**src/rtl/wsmod_pkg.sv**
```systemverilog
package wsmod_pkg;

  localparam int unsigned WORD_W_DEF = 34;
  localparam int unsigned NUM_WORDS_DEF = 4;

  typedef enum logic [1:0] {
    SEQ_IDLE = 2'd0,
    SEQ_LOAD = 2'd1,
    SEQ_EMIT = 2'd2,
    SEQ_DONE = 2'd3
  } seq_state_e;

  // Pick the 2p-corrected candidate from the final carries of both chains.
  // Add: raw >= 2p when the raw chain overflowed or raw + (2^n - 2p) carried.
  // Sub: raw is negative when x + ~y + 1 produced no carry.
  function automatic logic take_corrected(input logic is_sub,
                                          input logic raw_co,
                                          input logic cor_co);
    return is_sub ? ~raw_co : (raw_co | cor_co);
  endfunction

endpackage

```
**src/rtl/wsmod_word_add.sv**
```systemverilog
module wsmod_word_add #(
  parameter int unsigned W = 34
) (
  input  logic [W-1:0] a,
  input  logic [W-1:0] b,
  input  logic         cin,
  output logic [W-1:0] sum,
  output logic         cout
);
  logic [W:0] full;

  always_comb begin
    full = {1'b0, a} + {1'b0, b} + {{W{1'b0}}, cin};
    sum  = full[W-1:0];
    cout = full[W];
  end
endmodule

```
**src/rtl/wsmod_seq.sv**
```systemverilog
module wsmod_seq
  import wsmod_pkg::*;
#(
  parameter int unsigned NW = 4,
  localparam int unsigned CW = (NW > 1) ? $clog2(NW) : 1
) (
  input  logic          clk,
  input  logic          rst_n,
  input  logic          start,
  output logic          idle,
  output logic          accept,
  output logic          take_in,
  output logic          last_in,
  output logic          emit,
  output logic          done,
  output logic [CW-1:0] idx
);
  localparam logic [CW-1:0] LAST = CW'(NW - 1);

  seq_state_e    state_q;
  logic [CW-1:0] cnt_q;

  always_comb begin
    idle    = (state_q == SEQ_IDLE);
    accept  = idle && start;
    take_in = accept || (state_q == SEQ_LOAD);
    last_in = (state_q == SEQ_LOAD) && (cnt_q == LAST);
    emit    = (state_q == SEQ_EMIT);
    done    = (state_q == SEQ_DONE);
    idx     = cnt_q;
  end

  always_ff @(posedge clk or negedge rst_n) begin
    if (!rst_n) begin
      state_q <= SEQ_IDLE;
      cnt_q   <= '0;
    end else begin
      unique case (state_q)
        SEQ_IDLE: if (start) begin
          state_q <= SEQ_LOAD;
          cnt_q   <= CW'(1);
        end
        SEQ_LOAD: if (cnt_q == LAST) begin
          state_q <= SEQ_EMIT;
          cnt_q   <= '0;
        end else begin
          cnt_q <= cnt_q + CW'(1);
        end
        SEQ_EMIT: if (cnt_q == LAST) begin
          state_q <= SEQ_DONE;
          cnt_q   <= '0;
        end else begin
          cnt_q <= cnt_q + CW'(1);
        end
        default: begin
          state_q <= SEQ_IDLE;
          cnt_q   <= '0;
        end
      endcase
    end
  end


  done_pulse_chk: assert property (@(posedge clk) disable iff (!rst_n)
    done |=> !done);


  done_after_word_chk: assert property (@(posedge clk) disable iff (!rst_n)
    done |-> $past(emit));


  accept_leaves_idle_chk: assert property (@(posedge clk) disable iff (!rst_n)
    accept |=> !idle);

endmodule

```
**src/rtl/wsmod_addsub.sv**
```systemverilog
module wsmod_addsub
  import wsmod_pkg::*;
#(
  parameter int unsigned WORD_W    = WORD_W_DEF,
  parameter int unsigned NUM_WORDS = NUM_WORDS_DEF,
  localparam int unsigned FULL_W   = WORD_W * NUM_WORDS,
  localparam int unsigned CW       = (NUM_WORDS > 1) ? $clog2(NUM_WORDS) : 1
) (
  input  logic              clk,
  input  logic              rst_n,
  input  logic              mod_load,
  input  logic [FULL_W-2:0] mod_p,
  input  logic              start,
  input  logic              sub_mode,
  input  logic [WORD_W-1:0] opx_word,
  input  logic [WORD_W-1:0] opy_word,
  output logic              res_valid,
  output logic [WORD_W-1:0] res_word,
  output logic              done
);
  logic          seq_idle, seq_accept, seq_take, seq_last, seq_emit;
  logic [CW-1:0] seq_idx;

  wsmod_seq #(.NW(NUM_WORDS)) i_seq (
    .clk     (clk),
    .rst_n   (rst_n),
    .start   (start),
    .idle    (seq_idle),
    .accept  (seq_accept),
    .take_in (seq_take),
    .last_in (seq_last),
    .emit    (seq_emit),
    .done    (done),
    .idx     (seq_idx)
  );

  // Modulus stored pre-doubled; only writable while idle.
  logic [FULL_W-1:0] twop_q;
  logic              mode_q;
  logic              raw_c_q, cor_c_q;
  logic              pick_cor_q;
  logic [WORD_W-1:0] raw_buf [NUM_WORDS];
  logic [WORD_W-1:0] cor_buf [NUM_WORDS];

  logic              eff_sub;
  logic [WORD_W-1:0] twop_word, y_eff, k_word;
  logic              raw_cin, cor_cin;
  logic [WORD_W-1:0] raw_word, cor_word;
  logic              raw_co, cor_co;

  always_comb begin
    eff_sub   = seq_idle ? sub_mode : mode_q;
    twop_word = twop_q[seq_idx*WORD_W +: WORD_W];
    y_eff     = eff_sub ? ~opy_word : opy_word;
    k_word    = eff_sub ? twop_word : ~twop_word;
    raw_cin   = seq_idle ? sub_mode : raw_c_q;
    cor_cin   = seq_idle ? ~sub_mode : cor_c_q;
  end

  wsmod_word_add #(.W(WORD_W)) i_raw_add (
    .a    (opx_word),
    .b    (y_eff),
    .cin  (raw_cin),
    .sum  (raw_word),
    .cout (raw_co)
  );

  wsmod_word_add #(.W(WORD_W)) i_cor_add (
    .a    (raw_word),
    .b    (k_word),
    .cin  (cor_cin),
    .sum  (cor_word),
    .cout (cor_co)
  );

  always_ff @(posedge clk or negedge rst_n) begin
    if (!rst_n) begin
      twop_q     <= '0;
      mode_q     <= 1'b0;
      raw_c_q    <= 1'b0;
      cor_c_q    <= 1'b0;
      pick_cor_q <= 1'b0;
    end else begin
      if (mod_load && seq_idle) twop_q <= {mod_p, 1'b0};
      if (seq_accept) mode_q <= sub_mode;
      if (seq_take) begin
        raw_c_q <= raw_co;
        cor_c_q <= cor_co;
      end
      if (seq_last) pick_cor_q <= take_corrected(mode_q, raw_co, cor_co);
    end
  end

  for (genvar g = 0; g < NUM_WORDS; g++) begin : g_buf
    always_ff @(posedge clk or negedge rst_n) begin
      if (!rst_n) begin
        raw_buf[g] <= '0;
        cor_buf[g] <= '0;
      end else if (seq_take && (seq_idx == CW'(g))) begin
        raw_buf[g] <= raw_word;
        cor_buf[g] <= cor_word;
      end
    end
  end

  always_comb begin
    res_valid = seq_emit;
    res_word  = '0;
    if (seq_emit) res_word = pick_cor_q ? cor_buf[seq_idx] : raw_buf[seq_idx];
  end


  mod_hold_chk: assert property (@(posedge clk) disable iff (!rst_n)
    !seq_idle |=> $stable(twop_q));


  stream_start_chk: assert property (@(posedge clk) disable iff (!rst_n)
    $rose(res_valid) |-> $past(seq_last));


  pick_stable_chk: assert property (@(posedge clk) disable iff (!rst_n)
    (seq_emit && $past(seq_emit)) |-> $stable(pick_cor_q));


  stream_end_chk: assert property (@(posedge clk) disable iff (!rst_n)
    $fell(res_valid) |-> done);

endmodule

```
**config.mk**
```make
export PLATFORM = sky130hd
export DESIGN_NAME = wsmod_addsub
export DESIGN_NICKNAME = d
export VERILOG_FILES = /design/src/rtl/wsmod_pkg.sv /design/src/rtl/wsmod_word_add.sv /design/src/rtl/wsmod_seq.sv /design/src/rtl/wsmod_addsub.sv
export SDC_FILE = /design/constraint.sdc
export NUM_CORES = 1
export LEC_CHECK = 0
export ABC_AREA = 1
export BUFFER_PORTS_ARGS = -buffer_cell sky130_fd_sc_hd__buf_2
export CORE_ASPECT_RATIO = 1.1
export CORE_MARGIN = 5
export CORE_UTILIZATION = 41
export CTS_BUF_LIST = sky130_fd_sc_hd__clkbuf_8 sky130_fd_sc_hd__clkbuf_16
export CTS_CLUSTER_SIZE = 20
export DETAILED_ROUTE_END_ITERATION = 10
export HOLD_SLACK_MARGIN = 0.08
export PLACE_DENSITY = 0.64
export SLEW_MARGIN = 20
export SYNTH_ARGS = -nofsm -noshare
export SYNTH_HDL_FRONTEND = slang
export SYNTH_SLANG_ARGS = --single-unit
```
**constraint.sdc**
```tcl
create_clock -name clk -period 7.6 [get_ports clk]
set_clock_uncertainty 0.2 [all_clocks]
set_input_delay 0.76 -clock clk [delete_from_list [all_inputs] [get_ports clk]]
set_output_delay 0.76 -clock clk [all_outputs]
set_load 0.005 [all_outputs]
```
==> impl_metrics.tcl, run 1 <==
set metrics [dict create \
    fin_tns_setup_ps 0 \
    syn_inst 2825 \
    drt_iter0_drc 1931 \
    seq_area_um2 10390 \
    rsz0062_at_grt "no" \
    dr.max_layer_used "met5" \
    critPathRequiredTime_ps 7880 \
    layout.nets 3272 \
    cts-htree-levels 2 \
    num_vias 20720 \
    drv_slew 0 \
    async_reset_ff_frac 1.000 \
    synthFlopType "dfrtp_1" \
    endpoint_kind "flip-flop" \
    syn2layout_area_growth_pct 14.16 \
    dr.pass1.iters 6 \
    yosysMostFrequentCell "nand2_1" \
    drt-total-wl_mm 75.26 \
    fillers 5475 \
    port_buffers 243 \
    postRouteAntennaNets 0 \
    antenna_found_initial 11 \
    yosysTopAreaCellShare 0.4460 \
    hold_violations 0 \
    ys_ff_latch 415 \
    cp-start-kind "flip-flop" \
    crit_top_cell "nand2_1" \
    grt_max_degree 89 \
    slew_headroom 0.2621 \
    met1_length_mm 31.86 \
    dr_wl_met2_mm 35.63 \
    numCtsBuffers 45 \
    die_y_um 259.9 \
    multi_input_area_um2 11700 \
    ys_types 56 \
    synth_nets 3108 \
    initial_utilization 0.4148 \
    setup_violations 0 \
    yosys-top-cells-count "nand2_1 (641), o21ai_0 (422), dfrtp_1 (415)" \
    critPathMaxStageDelay_ps 740 \
    dr_wl_met3_mm 5.111 \
    max_freq_mhz 154.7 \
    period_share 0.8508 \
    synth_area_per_cell_um2 8.242 \
    grt_overflow_total 0 \
    yosys_warnings 0 \
    ys_top_cells_by_area "dfrtp_1 (45%), nand2_1 (10%), o21ai_0 (9.1%)" \
    drc_errors 0 \
    cap_violations 0 \
    drive_above_1_share 0.1818 \
    chipWidth_um 237.2 \
    cp_slowest_cell "xnor2_1" \
    ctsHoldBuffers 1 \
    hp-class "input port to flip-flop" \
    finalWeightedCongestion 0.9708 \
    cts_tree "yes" \
    post-route-min-period_ps 6466 \
    grt_pass1_vias 20990 \
    wl_per_cell_um 19.98 \
    postCtsSetupBuffers 0 \
    cts_sinks 415 \
    floorplan.die_area_um2 61660 \
    grt_pass1_wl_mm 118.8 \
    ios 244 \
    grt_usage 0.2404 \
    place.detailed.hpwl_mm 52.24 \
    root_buffer "clkbuf_16" \
    synth_enable_flop_cells 0 \
    cts_resized 0 \
    yosysTopAreaCell "dfrtp_1" \
    std_cell_rows 91 \
    clk_pin_slew_ps 60 \
    cp_max_fo 10 \
    critPathKind "flip-flop to flip-flop" \
    ys_seq_area_frac 0.4460 \
    clockBufferDepth 3 \
    coreArea_um2 56130 \
    clk_latency_ps 600 \
    tightest_slew_ps 1107 \
    syn_area_um2 23280 \
    arrival_ps 6750 \
    status "completed" \
    vias_per_cell 5.501 \
]
==> path summary, 6_finish.rpt <==
check	startpoint	to	slack, ps	cells past startpoint
min in group asynchronous	rst_n	raw_buf[49]	570	2
max	i_seq.state_q[1]	cor_buf[133]	1130	28
min reg2reg	cor_buf[66]	cor_buf[66]	280	2
min	mod_p[50]	twop_q[51]	190	2
max reg2reg	i_seq.state_q[1]	cor_buf[133]	1130	28
max in group asynchronous	rst_n	twop_q[95]	5140	3
==> flip-flops by register name, summed over array words and instances (netlist names) <==
| name | cells |
|---|---|
| mode_q | 1 |
| i_seq.idx | 2 |
| pick_cor_q | 1 |
| raw_buf | 136 |
| cor_c_q | 1 |
| twop_q | 135 |
| cor_buf | 136 |
| raw_c_q | 1 |
| i_seq.state_q | 2 |
==> final cells by class <==
type,count,area share
Multi-Input combinational cell,2089,0.4402
Sequential cell,415,0.3909
Timing Repair Buffer,269,0.05386
Clock buffer,58,0.04952
Tap cell,744,0.03502
Inverter,169,0.02410
Clock inverter,19,0.006026
Antenna cell,4,0.0003766
==> worst max-delay path, delay by kind of cell, from the launching register on <==
family,cells,cell delay (ps)
AOI/OAI and AO/OA,2,450
buffers and inverters,2,190
DFF,1,400
and+or+nand+nor,18,2440
xor gates and xnor gates,2,890
adders and majority gates,4,1790
==> metrics by stage <==
stage | std cells | hold WS, ps | util | area (um^2) | worst slack [ps]
6_report | 3767 | 190.8 | 0.4735 | 26580 | 1134
5_1_grt | 3764 | 182.0 | 0.4734 | 26570 | 613.6
4_1_cts | 3763 | 171.3 | 0.4732 | 26560 | 1182
3_5_place_dp | 3685 | 261.7 | 0.4467 | 25070 | 1194
3_3_place_gp | 3685 | 248.6 | 0.4467 | 25070 | 1296
2_1_floorplan | 2825 | 236.6 | - | 23280 | 2320
==> cell usage in the layout, fill, tap and decap left out, drive strengths merged, types with 2 or more instances in the layout <==
master	count
xnor2	50
clkinvlp	3
fa	4
nand4	19
o22a	2
a221oi	2
ha	71
or2	5
buf	268
clkbuf	58
o21ai	441
nand3b	2
nor4	4
mux2	135
o22ai	60
a21o	3
nand2	662
bufinv	2
o211ai	4
inv	177
a31oi	48
clkinv	6
diode	4
nor2	270
o21a	4
nand3	102
o21bai	5
xor2	64
dfrtp	415
nor3	4
o31ai	2
and2	4
a21oi	115
==> metal layers <==
metal | vias up | global-route usage
met5 | - | 0
met2 | 733 | 0.3998
met1 | 10050 | 0.3167
li1 | 9771 | -
met3 | 157 | 0.04380
met4 | 16 | 0.08547
==> kinds of logic (layout without fill, tap and decap cells) <==
logic type	after synthesis	in the layout	share of synthesized area
AO/OA/AOI/OAI	691	691	0.1591
XOR/XNOR	114	114	0.04385
adder cells (fa/ha/maj)	75	75	0.04160
buffers and inverters	321	515	0.05256
flip-flops	415	415	0.4460
multiplexers	135	135	0.06529
other	0	4	0
AND/OR/NAND/NOR	1074	1074	0.1915
Power of run 1 is left out: the tool's default activity adds up to more than one toggle a clock period on the data nets, which glitch-free logic cannot reach.
==> run 2, diff against run 1 <==
--- a/config.mk
+++ b/config.mk
@@ -5,7 +5,6 @@
 export SDC_FILE = /design/constraint.sdc
 export NUM_CORES = 1
 export LEC_CHECK = 0
-export ABC_AREA = 1
 export BUFFER_PORTS_ARGS = -buffer_cell sky130_fd_sc_hd__buf_2
 export CORE_ASPECT_RATIO = 1.1
 export CORE_MARGIN = 5
@@ -15,7 +14,7 @@
 export DETAILED_ROUTE_END_ITERATION = 10
 export HOLD_SLACK_MARGIN = 0.08
 export PLACE_DENSITY = 0.64
-export SLEW_MARGIN = 20
+export SLEW_MARGIN = 10
 export SYNTH_ARGS = -nofsm -noshare
 export SYNTH_HDL_FRONTEND = slang
 export SYNTH_SLANG_ARGS = --single-unit
==> run 2 against run 1 <==
Critical endpoint is now cor_buf[65]. Routed wire length down 25%. Utilization rose by 0.22 points. First-iteration DRC count is 63% lower. Via count fell by 29%. Area after synthesis is 3.7% lower. Critical path type unchanged.
==> impl_metrics.tcl, run 2 <==
set metrics [dict create \
    status "completed" \
    post-route-min-period_ps 7012 \
    met1_usage 0.2536 \
    cts-htree-levels 2 \
    port_buffers 243 \
    period_share 0.9227 \
    yosysTopAreaCell "dfrtp_1" \
    ys_top_cells_by_area "dfrtp_1 (46%), mux2_2 (16%), mux4_2 (10%)" \
    cp_max_fo 10 \
    grt_max_degree 168 \
    cp-start-kind "flip-flop" \
    hold_violations 0 \
    endpoint_kind "flip-flop" \
    slew_headroom 0.3020 \
    chipWidth_um 233.0 \
    critPathKind "flip-flop to flip-flop" \
    cp_num_buf_inv 3 \
    synth_area_per_cell_um2 12.65 \
    arrival_ps 7230 \
    grt_pass1_vias 15530 \
    grt_usage 0.1893 \
    synth_compound_gate_area_share 0.08274 \
    cp_slowest_cell "fa_1" \
    synth_top_family_by_area "multiplexers" \
    biggestRegsByFlops "cor_buf x136, raw_buf x136, twop_q x135" \
    placed_area_um2 24390 \
    globalRouteMet2Util 0.3202 \
    tightest_slew_ps 1047 \
    stdcell_count 2758 \
    drt-total-wl_mm 56.30 \
    place.detailed.hpwl_mm 38.95 \
    cap_violations 0 \
    clk_pin_slew_ps 60 \
    clk_latency_ps 580 \
    max_freq_mhz 142.6 \
    critPathRequiredTime_ps 7810 \
    cts_sinks 415 \
    grt_pass1_wl_mm 88.64 \
    fin_tns_setup_ps 0 \
    num_vias 14760 \
    grt_overflow_total 0 \
    top_usage_layer "met2" \
    critical_path.top_delay_family "adder cells" \
    floorplan.die_area_um2 59480 \
    rsz0062_at_grt "no" \
    die_y_um 255.3 \
    mostFrequentLayoutCells "dfrtp_1 (412), mux2_2 (309), buf_2 (242)" \
    yosysMostFrequentCell "dfrtp_1" \
    post-place-ws_ps 515.4 \
    cts_tree "yes" \
    ios 244 \
    yosys-top-cells-count "dfrtp_1 (415), mux2_2 (309), nand2_1 (135)" \
    root_buffer "clkbuf_16" \
    placed_cells 2675 \
    std_cell_rows 90 \
    antenna_found_initial 6 \
    synth-xor-area-share 0.05161 \
    muxShareOfSynthArea 0.2766 \
    syn_inst 1773 \
    coreArea_um2 54500 \
    clockBufferDepth 3 \
    numCtsBuffers 45 \
    drive_above_1_share 0.3941 \
    drc_errors 0 \
    layout_commonest_cell "dfrtp_1" \
    synth_fa_ha_area_frac 0.04413 \
    dr.pass1.iters 4 \
    synth_nets 2056 \
    synth_enable_flop_cells 0 \
    async_reset_ff_frac 1.000 \
    finalWeightedCongestion 0.8146 \
    setup_violations 0 \
    synthSimpleGateAreaFrac 0.05942 \
    initial_utilization 0.4115 \
    stdcell_area_um2 25920 \
    postRouteAntennaNets 0 \
    critPathMaxStageDelay_ps 450 \
    hp-class "input port to flip-flop" \
    setup_slack_ps 587.7 \
    yosys_warnings 0 \
    layout.nets 2270 \
    syn_area_um2 22430 \
    synthFlopType "dfrtp_1" \
    wl_per_cell_um 20.41 \
    drt_iter0_drc 706 \
    ys_seq_area_frac 0.4631 \
    syn2layout_area_growth_pct 15.59 \
    drv_slew 0 \
    vias_per_cell 5.352 \
    use_met3 0.04116 \
    yosysTopAreaCellShare 0.4631 \
    ys_ff_latch 415 \
    ys_types 78 \
]
[run 2: cell count changes after synthesis, sizes merged, moves of 60 or more]
| cell | change |
|---|---|
| nand2 | -526 |
| o21ai | -314 |
| nor2 | -229 |
| mux2 | +178 |
| inv | -131 |
| mux4 | +101 |
| nand3 | -87 |
| o22ai | -60 |
[run 2: layer usage]
| metal | share of wire | wire [um] |
|---|---|---|
| met5 | 0.00082 | 46 |
| met4 | 0.018 | 991 |
| met3 | 0.050 | 2802 |
| met2 | 0.49 | 27420 |
| met1 | 0.44 | 25040 |
[run 2: final timing paths]
check / from / to / slack [ps] / cells past startpoint
setup / recovery: i_seq.state_q[0] / cor_buf[65] / 590 / 29
min in group asynchronous: rst_n / twop_q[73] / 620 / 2
setup reg to reg: i_seq.state_q[0] / cor_buf[65] / 590 / 29
hold reg to reg: cor_buf[27] / cor_buf[27] / 270 / 2
hold / removal: mod_p[77] / twop_q[78] / 210 / 2
max in group asynchronous: rst_n / raw_buf[90] / 5070 / 3
[run 2: cells by family after synthesis]
family	count (synthesis)
AO/OA/AOI/OAI	288
XOR/XNOR	127
adder cells (fa/ha/maj)	77
buffers and inverters	131
flip-flops	415
multiplexers	453
AND/OR/NAND/NOR	282
[run 2: area by class of cell]
| class | count | area (um^2) |
|---|---|---|
| antenna | 2 | 5.005 |
| clock buffer | 57 | 1314 |
| clock inverter | 23 | 197.7 |
| fill | 4986 | 28580 |
| inverter | 35 | 131.4 |
| multi-input combinational | 1227 | 11560 |
| sequential | 415 | 10390 |
| tap | 736 | 920.9 |
| timing repair buffer | 263 | 1404 |
[run 2: stage by stage]
stage	util	hold slack [ps]
after global routing	0.4756	183.3
after floorplan	-	243.2
final	0.4756	206.6
after CTS	0.4755	171.4
after global placement	0.4476	255.9
after detailed placement	0.4476	264.6
[run 2: what timing repair did]
action,4_1_cts,5_1_grt
endpoints found under the hold margin,19,0
setup endpoints to repair,0,13
buffers inserted,0,0
resized for setup,0,1
hold buffers,1,0
Power of run 2 is left out for the same reason.
==> run 3, diff against run 2 <==
--- a/config.mk
+++ b/config.mk
@@ -13,7 +13,7 @@
 export CTS_CLUSTER_SIZE = 20
 export DETAILED_ROUTE_END_ITERATION = 10
 export HOLD_SLACK_MARGIN = 0.08
-export PLACE_DENSITY = 0.64
+export PLACE_DENSITY = 0.66
 export SLEW_MARGIN = 10
 export SYNTH_ARGS = -nofsm -noshare
 export SYNTH_HDL_FRONTEND = slang
==> constraint.sdc (replaced) <==
create_clock -name clk -period 5.9 [get_ports clk]
set_clock_uncertainty 0.2 [all_clocks]
set_input_delay 0.59 -clock clk [delete_from_list [all_inputs] [get_ports clk]]
set_output_delay 0.59 -clock clk [all_outputs]
set_load 0.005 [all_outputs]
==> run 3 against run 2 <==
The run now ends with setup timing left. Maximum frequency grew 18%. Flip-flop and latch count stayed put. Worst setup slack got worse by 620 ps.
==> impl_metrics.tcl, run 3 (same netlist as run 2, synthesis figures left out) <==
set metrics [dict create \
    status "finished, violations left" \
    violations "setup timing" \
    clk_latency_ps 570 \
    wl_per_cell_um 19.90 \
    crit_end "cor_buf[128]" \
    cp_max_fo 4 \
    drc_errors 0 \
    layout_commonest_cell "dfrtp_1" \
    use_met3 0.03606 \
    startpoint "i_seq.state_q[1]" \
    ios 244 \
    critPathMaxStageDelay_ps 400 \
    r2r-end "cor_buf[128]" \
    coreArea_um2 54500 \
    place.detailed.hpwl_mm 40.82 \
    endpoint_kind "flip-flop" \
    std_cell_rows 90 \
    slew_headroom 0.3334 \
    drt_iter0_drc 741 \
    grt_max_degree 121 \
    stdcell_area_um2 28820 \
    initial_utilization 0.4115 \
    setup_slack_ps -27.77 \
    cts_sinks 415 \
    floorplan.die_area_um2 59480 \
    syn2layout_area_growth_pct 28.51 \
    tightest_slew_ps 999.9 \
    min_from "start" \
    die_y_um 255.3 \
    worstRegToRegCells 28 \
    num_vias 16080 \
    setup_violations 8 \
    drt-total-wl_mm 60.61 \
    post-route-min-period_ps 5928 \
    port_buffers 243 \
    grt_pass1_vias 17210 \
    antenna-diode-count 0 \
    mostFrequentLayoutCells "dfrtp_1 (412), mux2_2 (306), buf_2 (242)" \
    placed_area_um2 25400 \
    cp_slowest_cell "fa_2" \
    cts-htree-levels 2 \
    clockBufferDepth 3 \
    vias_per_cell 5.278 \
    cts_tree "yes" \
    cp-start-kind "flip-flop" \
    chipWidth_um 233.0 \
    layout.nets 2564 \
    drive_above_1_share 0.4390 \
    critPathKind "flip-flop to flip-flop" \
    hp-class "input port to flip-flop" \
    antenna_found_initial 3 \
    period_share 1.005 \
    postRouteAntennaNets 0 \
    critPathRequiredTime_ps 6130 \
    final_util 0.5288 \
    globalRouteMet2Util 0.3436 \
    rsz0062_at_grt "yes" \
    cap_violations 0 \
    drv_slew 0 \
    root_buffer "clkbuf_16" \
    grt_overflow_total 0 \
    finalWeightedCongestion 0.8535 \
    r2r-start "i_seq.state_q[1]" \
    top_usage_layer "met2" \
    fin_tns_setup_ps -81.32 \
    grt_pass1_wl_mm 95.24 \
    biggestRegsByFlops "cor_buf x136, raw_buf x136, twop_q x135" \
    hold_slack_ps 122.6 \
    arrival_ps 6160 \
    clk_pin_slew_ps 60 \
    hold_violations 0 \
    max_freq_mhz 168.7 \
    reg2reg_slack_ps -30 \
    met1_usage 0.2636 \
    numCtsBuffers 41 \
    dr.pass1.iters 5 \
    grt_usage 0.2020 \
]
run 3: per-layer routing:
metal,routed length (um),share of wire
met1,26060,0.43
met2,29880,0.49
met3,2512,0.041
met4,2120,0.035
met5,34,0.00056
run 3: cell type report:
type,count,area [um^2]
timing repair buffer,561,4018
sequential,415,10390
clock buffer,47,1109
tap,736,920.9
clock inverter,25,170.2
fill,4644,25680
inverter,35,131.4
multi-input combinational,1227,12080
run 3: worst max-delay path: cells and delay by family, from the launching register on:
kind | cells | cell delay (ps)
flops | 1 | 390
simple gates | 5 | 730
xor+xnor | 3 | 420
mux | 2 | 650
fa+ha+maj | 4 | 1220
buf+inv | 4 | 550
compound gates | 10 | 1640
run 3: per-stage QoR:
| stage | std cells | setup slack [ps] |
|---|---|---|
| global placement | 2799 | -276.4 |
| global route | 3046 | -254.4 |
| CTS | 3030 | -73.25 |
| floorplan | 1773 | -227.6 |
| finish | 3046 | -27.77 |
| detailed placement | 2799 | -451.2 |
run 3: worst min path at each step:
stage	slack, ps	end	cells past startpoint
2_1_floorplan	90	cor_buf[0]	0
4_1_cts	90	i_seq.idx[0]	3
3_5_place_dp	270	cor_buf[61]	2
6_report	120	i_seq.idx[0]	3
3_3_place_gp	260	raw_buf[135]	2
5_1_grt	120	i_seq.idx[0]	3
run 3: repair_timing:
action	CTS	global route
endpoints found under the setup margin	58	60
hold buffers	136	0
buffers inserted	23	17
endpoints found under the hold margin	237	0
pin swaps	42	37
resized for setup	41	52
Power of run 3 is left out for the same reason.
